## config.mk

```make
export PLATFORM = sky130hd
export DESIGN_NAME = pop_tree_pipe
export DESIGN_NICKNAME = d
export VERILOG_FILES = /design/src/rtl/pop_pkg.sv /design/src/rtl/pop_stage1.sv /design/src/rtl/pop_stage2.sv /design/src/rtl/pop_tree_pipe.sv
export SDC_FILE = /design/constraint.sdc
export NUM_CORES = 1
export LEC_CHECK = 0
export BUFFER_PORTS_ARGS = -buffer_cell sky130_fd_sc_hd__buf_2
export CAP_MARGIN = 25
export CORE_MARGIN = 5
export CORE_UTILIZATION = 40
export DETAILED_ROUTE_END_ITERATION = 7
export PLACE_DENSITY_LB_ADDON = 0.12
export SLEW_MARGIN = 20
export SYNTH_ARGS = -nofsm -noshare
export SYNTH_HDL_FRONTEND = slang
export SYNTH_SLANG_ARGS = --single-unit
```

## constraint.sdc

```tcl
create_clock -name clk_i -period 10.45 [get_ports clk_i]
set_input_delay 0.5225 -clock clk_i [delete_from_list [all_inputs] [get_ports clk_i]]
set_output_delay 0.5225 -clock clk_i [all_outputs]
set_load 0.01 [all_outputs]
```

## src/rtl/pop_pkg.sv

```systemverilog
package pop_pkg;
  // bits needed to hold a count of 0..n
  function automatic int unsigned cnt_bits(input int unsigned n);
    return $clog2(n + 1);
  endfunction
endpackage

```

## src/rtl/pop_stage1.sv

```systemverilog
module pop_stage1 #(
  parameter int unsigned IN_W  = 64,
  parameter int unsigned GRP_W = 8,
  localparam int unsigned GRP_N  = IN_W / GRP_W,
  localparam int unsigned GRP_CW = pop_pkg::cnt_bits(GRP_W)
) (
  input  logic                      clk_i,
  input  logic                      rst_ni,
  input  logic [IN_W-1:0]           data_i,
  output logic [GRP_N*GRP_CW-1:0]   part_o
);
  for (genvar g = 0; g < GRP_N; g++) begin : g_grp
    logic [GRP_W-1:0]  grp_bits;
    logic [GRP_CW-1:0] grp_sum;
    logic [GRP_CW-1:0] grp_q;

    assign grp_bits = data_i[g*GRP_W +: GRP_W];

    always_comb begin
      grp_sum = '0;
      for (int b = 0; b < int'(GRP_W); b++)
        grp_sum = grp_sum + GRP_CW'(grp_bits[b]);
    end

    always_ff @(posedge clk_i or negedge rst_ni) begin
      if (!rst_ni) grp_q <= '0;
      else         grp_q <= grp_sum;
    end

    assign part_o[g*GRP_CW +: GRP_CW] = grp_q;


    part_range_chk: assert property (@(posedge clk_i) disable iff (!rst_ni)
      grp_q <= GRP_CW'(GRP_W));
  end
endmodule

```

## src/rtl/pop_stage2.sv

```systemverilog
module pop_stage2 #(
  parameter int unsigned GRP_N  = 8,
  parameter int unsigned GRP_CW = 4,
  parameter int unsigned CNT_W  = 7,
  parameter int unsigned MAX_CNT = 64
) (
  input  logic                    clk_i,
  input  logic                    rst_ni,
  input  logic [GRP_N*GRP_CW-1:0] part_i,
  output logic [CNT_W-1:0]        sum_o
);
  logic [CNT_W-1:0] sum_d;

  always_comb begin
    sum_d = '0;
    for (int g = 0; g < int'(GRP_N); g++)
      sum_d = sum_d + CNT_W'(part_i[g*GRP_CW +: GRP_CW]);
  end

  always_ff @(posedge clk_i or negedge rst_ni) begin
    if (!rst_ni) sum_o <= '0;
    else         sum_o <= sum_d;
  end


  sum_range_chk: assert property (@(posedge clk_i) disable iff (!rst_ni)
    sum_o <= CNT_W'(MAX_CNT));
endmodule

```

## src/rtl/pop_tree_pipe.sv

```systemverilog
module pop_tree_pipe #(
  parameter int unsigned IN_W         = 64,
  parameter int unsigned GRP_W        = 8,
  parameter bit          DROP_END_BIT = 1'b0,
  localparam int unsigned GRP_N   = IN_W / GRP_W,
  localparam int unsigned GRP_CW  = pop_pkg::cnt_bits(GRP_W),
  localparam int unsigned CNT_W   = pop_pkg::cnt_bits(IN_W),
  localparam int unsigned MAX_CNT = DROP_END_BIT ? IN_W - 1 : IN_W
) (
  input  logic             clk_i,
  input  logic             rst_ni,
  input  logic [IN_W-1:0]  data_i,
  input  logic             valid_i,
  output logic [CNT_W-1:0] count_o,
  output logic             valid_o
);
  logic [IN_W-1:0]         data_eff;
  logic [GRP_N*GRP_CW-1:0] part;
  logic [1:0]              vld_q;

  if (DROP_END_BIT) begin : g_trim
    assign data_eff = {1'b0, data_i[IN_W-2:0]};
  end else begin : g_full
    assign data_eff = data_i;
  end

  pop_stage1 #(.IN_W(IN_W), .GRP_W(GRP_W)) u_stage1 (
    .clk_i  (clk_i),
    .rst_ni (rst_ni),
    .data_i (data_eff),
    .part_o (part)
  );

  pop_stage2 #(.GRP_N(GRP_N), .GRP_CW(GRP_CW), .CNT_W(CNT_W),
               .MAX_CNT(MAX_CNT)) u_stage2 (
    .clk_i  (clk_i),
    .rst_ni (rst_ni),
    .part_i (part),
    .sum_o  (count_o)
  );

  always_ff @(posedge clk_i or negedge rst_ni) begin
    if (!rst_ni) vld_q <= '0;
    else         vld_q <= {vld_q[0], valid_i};
  end
  assign valid_o = vld_q[1];

  // cycles since reset, saturating at 2; bounds the $past window
  logic [1:0] warm_q;
  always_ff @(posedge clk_i or negedge rst_ni) begin
    if (!rst_ni)           warm_q <= '0;
    else if (warm_q != 2'd2) warm_q <= warm_q + 2'd1;
  end


  count_match_chk: assert property (@(posedge clk_i) disable iff (!rst_ni)
    (warm_q == 2'd2) |=> count_o == CNT_W'($countones($past(data_eff, 2))));


  valid_delay_chk: assert property (@(posedge clk_i) disable iff (!rst_ni)
    (warm_q == 2'd2) |=> valid_o == $past(valid_i, 2));


  reset_clear_chk: assert property (@(posedge clk_i)
    !rst_ni |-> (count_o == '0 && !valid_o));


  if (DROP_END_BIT) begin : g_trim_chk
    trim_cap_chk: assert property (@(posedge clk_i) disable iff (!rst_ni)
      count_o <= CNT_W'(IN_W - 1));
  end
endmodule

```

### Word-level counts from Yosys, hierarchy flattened

Index checks and enable logic that the tools add are counted.

* register bits: 41
* bits of input ports: 67
* output and inout port bits: 8

* add/subtract/negate cells: 63

Operator list (count)
* 4-bit by 1-bit adder with 4-bit output: 48
* 7-bit by 4-bit adder with 7-bit output: 6
* 1-bit by 1-bit adder with 2-bit output: 8
* 4-bit by 4-bit adder with 5-bit output: 1

### Depth between registers and ports, before layout

Gate-level depths: netlist of the first run.

* word-level depth: 7
* gate-level depth with buffers: 15

### Cells and area by module

A second synthesis of the first run with hierarchy kept.

* cell total of the unflattened synthesis: 285
* area, all modules: 3203.1 um2

Modules (own cells, without submodules)
* pop_stage1: instances 1, cells each 203, area an instance 2243.4 um2, seq. area each 800.8 um2
* pop_stage2: instances 1, cells each 80, area an instance 909.6 um2, seq. area each 175.2 um2
* pop_tree_pipe: instances 1, cells each 2, area an instance 50.0 um2, seq. area each 50.0 um2

### Least setup slack after synthesis of the first run

No wires, ideal clock.

* path type: reg2reg
* from: register u_stage1.g_grp[0].grp_q[1]
* to: register u_stage2.sum_o[6]
* setup time: 0.090 ns
* arrival time: 4.101 ns
* required time: 10.360 ns
* path slack: 6.259 ns
* cell stages (with the launch flop): 14
* buffers on the path: 0
* clock period less this slack: 4.191 ns
* cells stage by stage: dfrtp_1 -> ha_1 -> a21o_1 -> a21oi_1 -> xor2_1 -> fa_1 -> fa_1 -> fa_1 -> inv_1 -> fa_1 -> ha_1 -> o21ai_1 -> or4b_1 -> o2111ai_1

* word-level cells in the longest chain between the ends: 7

RTL lines
* from (decl): line pop_stage1.sv:15 `logic [GRP_CW-1:0] grp_q;`
* from (signal assigned): line pop_stage1.sv:27 `else grp_q <= grp_sum;`
* 4-bit by 4-bit adder with 5-bit output: line pop_stage2.sv:17 `sum_d = sum_d + CNT_W'(part_i[g*GRP_CW +: GRP_CW]);`
* 7-bit by 4-bit adder with 7-bit output (6 in a row): line pop_stage2.sv:17
* via u_stage2.sum_d[6]: line pop_stage2.sv:12 `logic [CNT_W-1:0] sum_d;`
* to (signal assigned): line pop_stage2.sv:22 `else sum_o <= sum_d;`
* to (decl): line pop_stage2.sv:10 `output logic [CNT_W-1:0] sum_o`

The timed path passes the listed nets, and every way through them passes these cells.

### Worst setup path after layout of the first run

Ends and elaborated chain as after synthesis.

==> run_results.csv, run 1 <==
group,metric,value,unit
synth,yosysTopAreaCellShare,30.9,%
sta,whs,332,ps
cts,clock_latency,290,ps
global_routing,busiest_layer,"met2",
synth,syn_area_per_cell,11.0,µm²
worst_setup_path,cp-end-kind,"flip-flop",
global_routing,grt.overflow.total,0,
cells_and_area,drive_gt1_share,21.3,%
cells_and_area,diodes,0,
global_routing,grt_pass1_vias,2204,
global_routing,grt_pass1_wl,8830,µm
sta,rsz0062_at_grt,"false",
cells_and_area,area_delta_synth_final,17.4,%
die,num_rows,33,
die,core_area,8130,µm²
place,portBuffers,74,
hold_path,min_path_type,"in -> async",
die,ios,75,
synth,synth.area.top_cells,"dfrtp_1 (31%), fa_1 (31%), ha_1 (15%)",
cells_and_area,fillers,778,
synth,yosys_warnings,0,
drt,routed_via_density,4.11,
flow_run,drv_cap,0,
sta,fin_tns_setup,0,ps
synth,synth_area_leader_cell,"dfrtp_1",
synth,synth_fp_nets,458,
worst_setup_path,crit_path_cell_trace,"ha_1 > a21o_1 > a21oi_1 > xor2_1 > fa_1 > fa_1 > fa_1 > inv_1 > fa_1 > ha_1 > o21ai_1 > or4b_1 > o2111ai_1",
synth,synth_area,3320,µm²
drt,drc_errors,0,
global_routing,use_met1,13.0,%
place,hpwlAfterDp,4270,µm
synth,synth-seq-cells,41,
cts,cts_setup_buffers,0,
synth,synth_seq_area_share,30.9,%
sta,tightest_slew,854,ps
drt,post_drt_wl_per_cell,9.65,µm
worst_setup_path,cp_max_fo,4,
global_routing,use_met3,2.21,%
sta,min_period,4360,ps
global_routing,use_met2,18.8,%
drt,first_pass_iters,4,
worst_setup_path,crit_type,"reg -> reg",
die,die_area,10200,µm²
sta,setup_violations,0,
worst_setup_path,crit_family,"adder cells",
sta,slew_violations,0,
place,gp_congestion,0.748,
global_routing,grt_max_degree,42,
cts,cts_tree,"yes",
cells_and_area,final_cells,486,
synth,yosysMostFrequentCell,"inv_1",
worst_setup_path,path_buf_inv,1,
cts,cts_buffers,5,
cts,ctsHoldBuffers,0,
worst_setup_path,crit_slowest_cell,"fa_1",
global_routing,grt.total_usage,10.6,%
die,die_y,101,µm
drt,drt-total-wl,4690,µm
worst_setup_path,crit_top_cell,"fa_1",
cells_and_area,nets,539,
cts,cts_buffer_depth,2,
synth,synth_cells,301,
place,placed_area,3820,µm²
run_status,outcome,"finished clean",
synth,synth_edf_count,0,
synth,yosys_most_used_dff,"dfrtp_1",
cells_and_area,fin_area,3890,µm²
place,dp.cells,480,
synth,synth_top_cells_by_count,"inv_1 (123), fa_1 (51), dfrtp_1 (41)",
drt,num_vias,1996,
cts,h-tree-depth,2,
sta,fin_crit_sh,41.7,%
drt,drt_iter0_drc,10,
die,fp.dieW,101,µm
cts,clk_pin_slew,70,ps
sta,finalHoldViolCount,0,
drt,antenna_left,0,
worst_setup_path,slowest_delay,540,ps
worst_setup_path,worstSetupStartpointType,"flip-flop",
worst_setup_path,arrival,4560,ps
global_routing,grt_antenna_before_repair,0,
synth,synthArstFlopShare,100,%
cts,clockRootBuffer,"clkbuf_8",
cts,cts.sinks,41,
worst_setup_path,required,10650,ps
sta,fmax,0.229,GHz
sta,relSlewSlack,43.0,%
cts,cts_resized,0,
synth,yosysUniqueCellTypes,19,
die,start_util,40.8,%
sta,clock_skew,1.38,ps
-- sequential cells by signal (all words and copies together), names as in the netlist --
register and flops:
u_stage1.g_grp.grp_q 32, vld_q 2, u_stage2.sum_o 7
-- cells by family (layout without fill, tap and decap cells) --
| logic type | count (synthesis) | in the layout | share of synthesized area [%] |
|---|---|---|---|
| AND/OR/NAND/NOR | 14 | 14 | 2.68 |
| buffers and inverters | 123 | 203 | 13.9 |
| adder cells (fa/ha/maj) | 90 | 90 | 45.5 |
| flip-flops | 41 | 41 | 30.9 |
| AO/OA/AOI/OAI | 20 | 20 | 3.55 |
| XOR/XNOR | 13 | 13 | 3.43 |
-- path summary, 6_finish.rpt --
| path | from | end | slack, ps | cells after the start |
|---|---|---|---|---|
| worst max register to register | u_stage1.g_grp[0].grp_q[1]$_DFF_PN0_ | u_stage2.sum_o[6]$_DFF_PN0_ | 6090 | 13 |
| worst min-delay path | rst_ni | u_stage2.sum_o[0]$_DFF_PN0_ | 330 | 1 |
| min in group clk_i | valid_i | vld_q[0]$_DFF_PN0_ | 340 | 1 |
| worst min register to register | vld_q[0]$_DFF_PN0_ | vld_q[1]$_DFF_PN0_ | 360 | 0 |
| worst max-delay path | u_stage1.g_grp[0].grp_q[1]$_DFF_PN0_ | u_stage2.sum_o[6]$_DFF_PN0_ | 6090 | 13 |
| max in group asynchronous | rst_ni | u_stage1.g_grp[2].grp_q[2]$_DFF_PN0_ | 9570 | 1 |
-- per-layer routing --
metal | share of wire, % | vias up
met5 | 0 | -
met4 | 1.3 | 0
met3 | 5.2 | 7
met2 | 51 | 40
met1 | 43 | 940
li1 | - | 1009
-- area by class of cell --
cell class	count	area [µm²]	area share (%)
Sequential cell	41	1030	26.4
Clock buffer	5	68.8	1.77
Multi-Input combinational cell	137	1830	47.0
Timing Repair Buffer	74	370	9.51
Tap cell	105	131	3.38
Inverter	123	462	11.9
Clock inverter	1	5.00	0.129
-- per-stage QoR --
stage               setup slack [ps]  utilization, %
finish                          6090            47.9
global route                    5840            47.9
CTS                             6080            47.9
detailed placement              6110            46.9
global placement                6160            46.9
floorplan                       6260               -
-- cells in the final DEF (no fill, tap or decap), drive strengths merged --
cell       n
a211oi     1
a21o       3
a21oi     12
and3b      1
buf       74
clkbuf     5
clkinv     1
dfrtp     41
fa        51
ha        39
inv      123
nand2b     1
nor2       2
nor2b      9
o2111ai    1
o211ai     1
o21ai      2
or4b       1
xnor2     11
xor2       2
Power of run 1 is left out: the tool's default activity adds up to more than one toggle a clock period on the data nets, which glitch-free logic cannot reach.
==> inputs of run 2 (changes only) <==
clock period = 4 ns   (was 10.45 ns; I/O delays follow)
==> run_results.csv, run 2 (same netlist as run 1, synthesis figures left out) <==
group,metric,value,unit
worst_setup_path,crit_family,"adder cells",
worst_setup_path,crit_path_cell_trace,"ha_1 > a21o_1 > a21oi_2 > xor2_1 > fa_1 > fa_1 > fa_1 > inv_1 > fa_1 > ha_4 > o21ai_2 > or4b_4 > o2111ai_2",
sta,fmax,0.242,GHz
worst_setup_path,slowest_delay,500,ps
drt,drt_iter0_drc,23,
sta,slew_violations,0,
drt,drc_errors,0,
cells_and_area,largest_register,"u_stage1.g_grp.grp_q",
die,die_y,101,µm
cts,clockRootBuffer,"clkbuf_8",
cells_and_area,final_cells,496,
cells_and_area,nets,547,
drt,routed_via_density,4.15,
cells_and_area,utilization,50.4,%
global_routing,grt_pass1_vias,2163,
sta,min_period,4130,ps
cells_and_area,diodes,0,
cts,cts_buffer_depth,2,
cells_and_area,largest_reg_flops,32,
cts,cts_buffers,5,
cells_and_area,top_regs,"u_stage1.g_grp.grp_q x32, u_stage2.sum_o x7, vld_q x2",
drt,post_drt_wl_per_cell,10.3,µm
global_routing,grt_antenna_before_repair,0,
cells_and_area,layout_commonest_cell,"inv_1",
drt,num_vias,2059,
worst_setup_path,arrival,4340,ps
run_status,outcome,"finished with violations",
drt,first_pass_iters,3,
cts,cts_tree,"yes",
cts,clk_pin_slew,70,ps
cells_and_area,drive_gt1_share,26.9,%
die,ios,75,
place,gp_congestion,0.739,
sta,setup_violations,2,
worst_setup_path,cp-end-kind,"flip-flop",
sta,fin_ws,-129,ps
run_status,violations,"negative setup slack",
cts,cts.sinks,41,
worst_setup_path,crit_slowest_cell,"fa_1",
place,hpwlAfterDp,4570,µm
cts,clock_latency,290,ps
global_routing,grt_pass1_wl,9190,µm
sta,rsz0062_at_grt,"true",
flow_run,drv_cap,0,
place,dp.cells,485,
worst_setup_path,cp_max_fo,2,
drt,drt-total-wl,5120,µm
cts,h-tree-depth,2,
die,fp.dieW,101,µm
drt,antenna_left,0,
sta,fin_crit_sh,103,%
place,portBuffers,74,
worst_setup_path,required,4210,ps
worst_setup_path,crit_top_cell,"fa_1",
die,num_rows,33,
sta,finalHoldViolCount,0,
worst_setup_path,crit_type,"reg -> reg",
die,die_area,10200,µm²
hold_path,min_path_type,"in -> reg",
worst_setup_path,worstSetupStartpointType,"flip-flop",
worst_setup_path,path_buf_inv,1,
global_routing,grt_max_degree,42,
cells_and_area,area_delta_synth_final,23.5,%
global_routing,grt.overflow.total,0,
sta,tightest_slew,352,ps
die,core_area,8130,µm²
sta,relSlewSlack,76.5,%
die,start_util,40.8,%
cells_and_area,layout_common_cells,"inv_1 (122), buf_2 (74), fa_1 (47)",
sta,clock_skew,8.55,ps
global_routing,grt.total_usage,11.4,%
run 2: changes by cell type in the layout (fill, tap and decap cells not counted), moves of 2 or more:
| cell | change |
|---|---|
| ha_4 | +2 |
| a21oi_2 | +2 |
| fa_1 | -4 |
| buf_4 | +5 |
| ha_2 | +2 |
| dlygate4sd3_1 | +2 |
| a21oi_1 | -3 |
| fa_2 | +4 |
| ha_1 | -4 |
run 2: routing by layer:
| layer | up-vias | track usage (%) | wire (µm) |
|---|---|---|---|
| met3 | 4 | 2.56 | 286 |
| li1 | 1025 | - | - |
| met2 | 40 | 19.2 | 2620 |
| met1 | 990 | 14.4 | 2150 |
| met4 | 0 | 4.29 | 61 |
| met5 | - | 0 | 0 |
run 2: final timing paths:
| check | startpoint | slack, ps | endpoint | cells past startpoint |
|---|---|---|---|---|
| setup / recovery | u_stage1.g_grp[0].grp_q[1]$_DFF_PN0_ | -130 | u_stage2.sum_o[6]$_DFF_PN0_ | 13 |
| setup reg to reg | u_stage1.g_grp[0].grp_q[1]$_DFF_PN0_ | -130 | u_stage2.sum_o[6]$_DFF_PN0_ | 13 |
| max in group asynchronous | rst_ni | 3200 | u_stage1.g_grp[0].grp_q[3]$_DFF_PN0_ | 3 |
| hold / removal | data_i[60] | 130 | u_stage1.g_grp[7].grp_q[0]$_DFF_PN0_ | 2 |
| hold reg to reg | vld_q[0]$_DFF_PN0_ | 350 | vld_q[1]$_DFF_PN0_ | 0 |
| min in group asynchronous | rst_ni | 340 | u_stage2.sum_o[2]$_DFF_PN0_ | 2 |
run 2: cell type report:
cell class,count,area (µm²)
Fill cell,755,4040
Multi-Input combinational cell,137,1910
Sequential cell,41,1030
Inverter,123,462
Timing Repair Buffer,82,448
Tap cell,105,131
Clock buffer,7,86.3
Clock inverter,1,30.0
run 2: timing repair:
action	in CTS	in global routing
hold endpoints to repair	1	14
hold buffers	1	1
setup buffers	0	0
pin swaps	4	3
setup endpoints to repair	2	3
resized for setup	4	4
run 2: stage by stage:
stage	area [µm²]	setup TNS (ps)	hold WS (ps)	worst slack, ps
finish	4100	-178	134	-129
global route	4100	-543	136	-295
CTS	4050	-198	58.8	-147
detailed placement	3910	-260	310	-158
global placement	3910	-194	313	-113
floorplan	3370	-8.83	-95.6	-8.83
Power of run 2 is left out for the same reason.
